**config.mk**
```make
export PLATFORM = sky130hd
export DESIGN_NAME = pwr_mode_seq
export DESIGN_NICKNAME = d
export VERILOG_FILES = /design/src/rtl/pwr_seq_pkg.sv /design/src/rtl/pwr_mode_pick.sv /design/src/rtl/pwr_domain_map.sv /design/src/rtl/pwr_mode_seq.sv
export SDC_FILE = /design/constraint.sdc
export NUM_CORES = 1
export LEC_CHECK = 0
export BUFFER_PORTS_ARGS = -buffer_cell sky130_fd_sc_hd__buf_2
export CORE_ASPECT_RATIO = 1.2
export CORE_UTILIZATION = 40
export CTS_BUF_LIST = sky130_fd_sc_hd__clkbuf_16
export DETAILED_ROUTE_END_ITERATION = 10
export SYNTH_ARGS = -nofsm -noshare
export SYNTH_HDL_FRONTEND = slang
export SYNTH_SLANG_ARGS = --single-unit
```
**constraint.sdc**
```tcl
create_clock -name clk -period 2.69 [get_ports clk]
set_clock_uncertainty 0.05 [all_clocks]
set_input_delay 0.269 -clock clk [delete_from_list [all_inputs] [get_ports clk]]
set_output_delay 0.269 -clock clk [all_outputs]
set_load 0.02 [all_outputs]
```
**src/rtl/pwr_seq_pkg.sv**
```systemverilog
package pwr_seq_pkg;
    typedef enum logic [2:0] {
        ST_RUN        = 3'd0,
        ST_DOZE       = 3'd1,
        ST_NAP_WAIT   = 3'd2,
        ST_NAP        = 3'd3,
        ST_SLEEP_WAIT = 3'd4,
        ST_SLEEP      = 3'd5
    } pwr_state_e;

    localparam int unsigned MODE_W = 3;

    typedef struct packed {
        logic pll;
        logic tbase;
        logic snoop;
        logic bypass_ok;
        logic qreq;
    } dom_flags_t;
endpackage

```
**src/rtl/pwr_mode_pick.sv**
```systemverilog
module pwr_mode_pick
    import pwr_seq_pkg::*;
(
    input  logic [MODE_W-1:0] en,
    output pwr_state_e        target,
    output logic              any
);
    // Priority: sleep (bit 2) over nap (bit 1) over doze (bit 0)
    always_comb begin
        any    = |en;
        target = ST_RUN;
        if (en[2])      target = ST_SLEEP_WAIT;
        else if (en[1]) target = ST_NAP_WAIT;
        else if (en[0]) target = ST_DOZE;
    end
endmodule

```
**src/rtl/pwr_domain_map.sv**
```systemverilog
module pwr_domain_map
    import pwr_seq_pkg::*;
(
    input  pwr_state_e st,
    output dom_flags_t flags
);
    always_comb begin
        flags = '{pll: 1'b1, tbase: 1'b1, snoop: 1'b1, bypass_ok: 1'b0, qreq: 1'b0};
        unique case (st)
            ST_NAP_WAIT, ST_SLEEP_WAIT: flags.qreq = 1'b1;
            ST_NAP: begin
                flags.qreq  = 1'b1;
                flags.snoop = 1'b0;
            end
            ST_SLEEP: begin
                flags.qreq      = 1'b1;
                flags.snoop     = 1'b0;
                flags.pll       = 1'b0;
                flags.tbase     = 1'b0;
                flags.bypass_ok = 1'b1;
            end
            default: ;
        endcase
    end
endmodule

```
**src/rtl/pwr_mode_seq.sv**
```systemverilog
module pwr_mode_seq
    import pwr_seq_pkg::*;
#(
    parameter int unsigned ENTRY_DELAY = 8,
    parameter int unsigned ACK_TIMEOUT = 64
) (
    input  logic       clk,
    input  logic       rst_n,
    input  logic       cfg_we,
    input  logic [2:0] cfg_mode,
    input  logic       pd_set,
    input  logic       wake,
    input  logic       qack,
    output logic       qreq,
    output logic       pd_pending,
    output logic [2:0] state_o,
    output logic       pll_active,
    output logic       tbase_active,
    output logic       snoop_active,
    output logic       pll_bypass_ok
);
    localparam int unsigned MAX_CNT = (ENTRY_DELAY > ACK_TIMEOUT) ? ENTRY_DELAY : ACK_TIMEOUT;
    localparam int unsigned CNT_W   = $clog2(MAX_CNT + 1);
    localparam logic [CNT_W-1:0] DLY_LAST = CNT_W'(ENTRY_DELAY - 1);
    localparam logic [CNT_W-1:0] TO_LAST  = CNT_W'(ACK_TIMEOUT - 1);

    typedef struct packed {
        pwr_state_e        st;
        logic [MODE_W-1:0] en;
        logic              pd;
        logic              acked;
        logic [CNT_W-1:0]  cnt;
    } seq_t;

    seq_t       seq_d, seq_q;
    pwr_state_e pick_target;
    logic       pick_any;
    dom_flags_t flags;

    pwr_mode_pick u_pick (
        .en     (seq_q.en),
        .target (pick_target),
        .any    (pick_any)
    );

    pwr_domain_map u_map (
        .st    (seq_q.st),
        .flags (flags)
    );

    always_comb begin
        seq_d = seq_q;
        if (cfg_we) seq_d.en = cfg_mode;
        if (pd_set) seq_d.pd = 1'b1;

        if (wake) begin
            seq_d.st    = ST_RUN;
            seq_d.pd    = 1'b0;
            seq_d.acked = 1'b0;
            seq_d.cnt   = '0;
        end else begin
            unique case (seq_q.st)
                ST_RUN: begin
                    if (seq_q.pd) begin
                        if (!pick_any) begin
                            seq_d.pd = pd_set;
                        end else begin
                            seq_d.st    = pick_target;
                            seq_d.acked = 1'b0;
                            seq_d.cnt   = '0;
                        end
                    end
                end
                ST_NAP_WAIT, ST_SLEEP_WAIT: begin
                    if (!seq_q.acked) begin
                        if (qack) begin
                            seq_d.acked = 1'b1;
                            seq_d.cnt   = '0;
                        end else if (seq_q.cnt == TO_LAST) begin
                            seq_d.st  = ST_RUN;
                            seq_d.pd  = 1'b0;
                            seq_d.cnt = '0;
                        end else begin
                            seq_d.cnt = seq_q.cnt + 1'b1;
                        end
                    end else if (seq_q.cnt == DLY_LAST) begin
                        seq_d.st    = (seq_q.st == ST_NAP_WAIT) ? ST_NAP : ST_SLEEP;
                        seq_d.acked = 1'b0;
                        seq_d.cnt   = '0;
                    end else begin
                        seq_d.cnt = seq_q.cnt + 1'b1;
                    end
                end
                default: ;
            endcase
        end
    end

    always_ff @(posedge clk or negedge rst_n) begin
        if (!rst_n) begin
            seq_q <= '{st: ST_RUN, en: '0, pd: 1'b0, acked: 1'b0, cnt: '0};
        end else begin
            seq_q <= seq_d;
        end
    end

    assign state_o       = seq_q.st;
    assign pd_pending    = seq_q.pd;
    assign qreq          = flags.qreq;
    assign pll_active    = flags.pll;
    assign tbase_active  = flags.tbase;
    assign snoop_active  = flags.snoop;
    assign pll_bypass_ok = flags.bypass_ok;
endmodule

```
==> impl_metrics.yaml <==
worst_setup_path:
  crit_path_max_incr_delay_ns: 0.56
  critical_path_class: "reg2reg"
  cp_num_buf_inv: 0
  cp.arrival_ns: 2.08
  r2r_setup_slack_ns: 0.71
  crit_fanout: 8
  r2r_start: "seq_q[3]"
  cp_cell_sequence: "or4_4 > o21a_4 > a2111o_1 > a221oi_2"
  critPathSlowestCell: "or4_4"
  reg2reg_depth: 4
  end_kind: "flip-flop"
  cp-start-kind: "flip-flop"
  reg2reg_to: "state_o[1]"
  critPathTopFamily: "compound AO/OA/AOI/OAI gates"
  required_ns: 2.79
yosys:
  yosys_warnings: 0
  synthTopCellsByCount: "dfrtp_1 (15), a21oi_1 (10), inv_1 (10)"
  ys_types: 44
  synth_top_area_share: 0.347
  synth_edf_count: 0
  async_flop_share: 1.00
  synthTopCellsByArea: "dfrtp_1 (35%), o211ai_1 (4.9%), a21oi_1 (4.6%), nand3_1 (3.7%), o21ai_0 (3.7%)"
  synth_top_cell_by_area: "dfrtp_1"
  syn_nets: 134
  synth.yosys.seq_area_share: 0.347
  synth_seq_cells: 15
  synth.most_common_cell: "dfrtp_1"
  synth_ff_type: "dfrtp_1"
  synth_area_per_cell_sq_um: 8.72
  synthCells: 124
  syn_area_sq_um: 1080
drt:
  via_count: 981
  routed_via_density: 5.74
  drt_first_pass_iters: 4
  drc: 0
  drtIter0Drc: 23
  ant_nets: 0
  wire_per_inst_um: 14.9
  wl_um: 2540
clock_tree:
  cts_sinks: 15
  clkTransAtPathRegs_ns: 0.05
  clk_latency_ns: 0.24
  cts_tree: "built"
  cts_buffers: 3
  max-clock-path-buffers: 2
  clock-root-buffer: "clkbuf_16"
  htreeDepth: 1
floorplan:
  core_area_sq_um: 2550
  die_h_um: 58.9
  dieArea_sq_um: 2920
  ioPinCount: 18
  rows: 20
  die_w_um: 49.5
  start_util: 0.424
global_routing:
  overflow: 0
  grt_usage: 0.202
  grt_pass1_wl_um: 4400
  grt_max_degree: 17
  grt_pass1_vias: 955
  antenna_found_initial: 0
sta:
  drv_slew: 0
  rsz0062_at_grt: "false"
  period_share: 0.737
  fmax_ghz: 0.505
  max-slew-margin-rel: 0.580
  setup_viol: 0
  tightest_slew_ns: 0.626
  finalCriticalPeriod_ns: 1.98
  final.setup.tns_ns: 0
  final.setup.worst_slack_ns: 0.708
  finalHoldViolCount: 0
  whs_ns: 0.179
worst_hold_path:
  min_from: "cfg_mode[2]"
  hold_end: "seq_q[11]"
  hold_path.class: "in2reg"
  hold_path_depth: 3
pwr:
  vdd.ir_drop.worst_uv: 445
  leakagePower_nw: 0.521
  power.density_nw_per_um2: 962
  finalPower_mw: 1.21
place:
  dpl_worst_slack_ns: 0.710
  post_dp_cell_area_sq_um: 1160
  globalplace.congestion: 0.837
  place.detailed.hpwl_um: 1890
  portBuffers: 17
finish:
  n_fill_cell: 265
  drive_above_1_share: 0.254
  layout.nets: 149
  area_delta_synth_final_pct: 15.9
  antenna_cells: 0
  final_area_sq_um: 1250
run_status:
  status: "finished, final reports clean"
job:
  drv_cap: 0
==> through the flow <==
stage	std cells	util
floorplan	124	-
global placement	166	0.456
detailed placement	166	0.456
CTS	171	0.491
global route	171	0.491
finish	171	0.491
==> where the power goes <==
part / internal (mW) / leakage [nW] / switching (mW)
combinational: 0.226 / 0.278 / 0.330
clock: 0.196 / 0.0423 / 0.0856
sequential: 0.267 / 0.200 / 0.101
total: 0.689 / 0.521 / 0.516
==> worst max path at each step <==
stage / from / endpoint / slack, ns / cells after the start
after global routing: state_o[2] / state_o[0] / 0.57 / 4
after detailed placement: seq_q[3] / state_o[1] / 0.71 / 4
after floorplan: seq_q[3] / state_o[1] / 0.78 / 4
after global placement: seq_q[3] / state_o[1] / 0.74 / 4
final: seq_q[3] / state_o[1] / 0.71 / 4
after CTS: seq_q[3] / state_o[1] / 0.70 / 4
==> state kept, by name (all words and copies together), names as in the netlist <==
signal,count
seq_q,11
state_o,3
pd_pending,1
==> cell type report <==
type / instances / area [sq um] / share of cell area
sequential: 15 / 375 / 0.300
timing repair buffer: 19 / 103 / 0.0819
tap: 33 / 41.3 / 0.0330
multi-input combinational: 89 / 613 / 0.490
inverter: 11 / 41.3 / 0.0330
clock buffer: 3 / 75.1 / 0.0599
clock inverter: 1 / 3.75 / 0.00300
==> layer usage <==
metal | vias to the layer above | share of wire | global-route usage
li1 | 493 | - | -
met1 | 451 | 0.44 | 0.246
met2 | 31 | 0.50 | 0.342
met3 | 6 | 0.044 | 0.0284
met4 | 0 | 0.019 | 0.114
met5 | - | 0 | 0
==> placed cells by master (no fill, tap or decap), types with 2 or more instances in the layout <==
cell | Yosys | final
nand3b_1 | 3 | 3
inv_1 | 10 | 11
o211ai_1 | 7 | 7
nand3_1 | 8 | 8
o31a_1 | 2 | 2
a31oi_1 | 2 | 2
nand2_1 | 8 | 8
or2_2 | 3 | 3
a22oi_1 | 5 | 5
buf_2 | 2 | 17
nand2b_1 | 2 | 2
dfrtp_1 | 15 | 15
nor2_1 | 4 | 4
o21ai_0 | 8 | 8
a21oi_1 | 10 | 10
mux2_2 | 2 | 2
clkbuf_16 | 0 | 3
==> logic make-up (layout without fill, tap and decap cells) <==
kind of cell,Yosys count,count (layout),synth area share
compound gates,46,46,0.303
xor+xnor,1,1,0.0151
fa+ha+maj,1,1,0.0116
buf+inv,20,34,0.0856
flops,15,15,0.347
mux,3,3,0.0301
simple gates,38,38,0.207
==> worst min-delay path: stages <==
cell and delay (ns):
buf_2 0.07, nand2_1 0.04, o21ai_0 0.05
==> what timing repair did <==
| item | CTS | global route |
|---|---|---|
| endpoints found under the hold margin | 15 | 0 |
| gates resized for setup | 0 | 0 |
| setup buffers | 0 | 0 |
| hold buffers | 1 | 0 |
No activity file was read; power rests on OpenSTA's default activity.
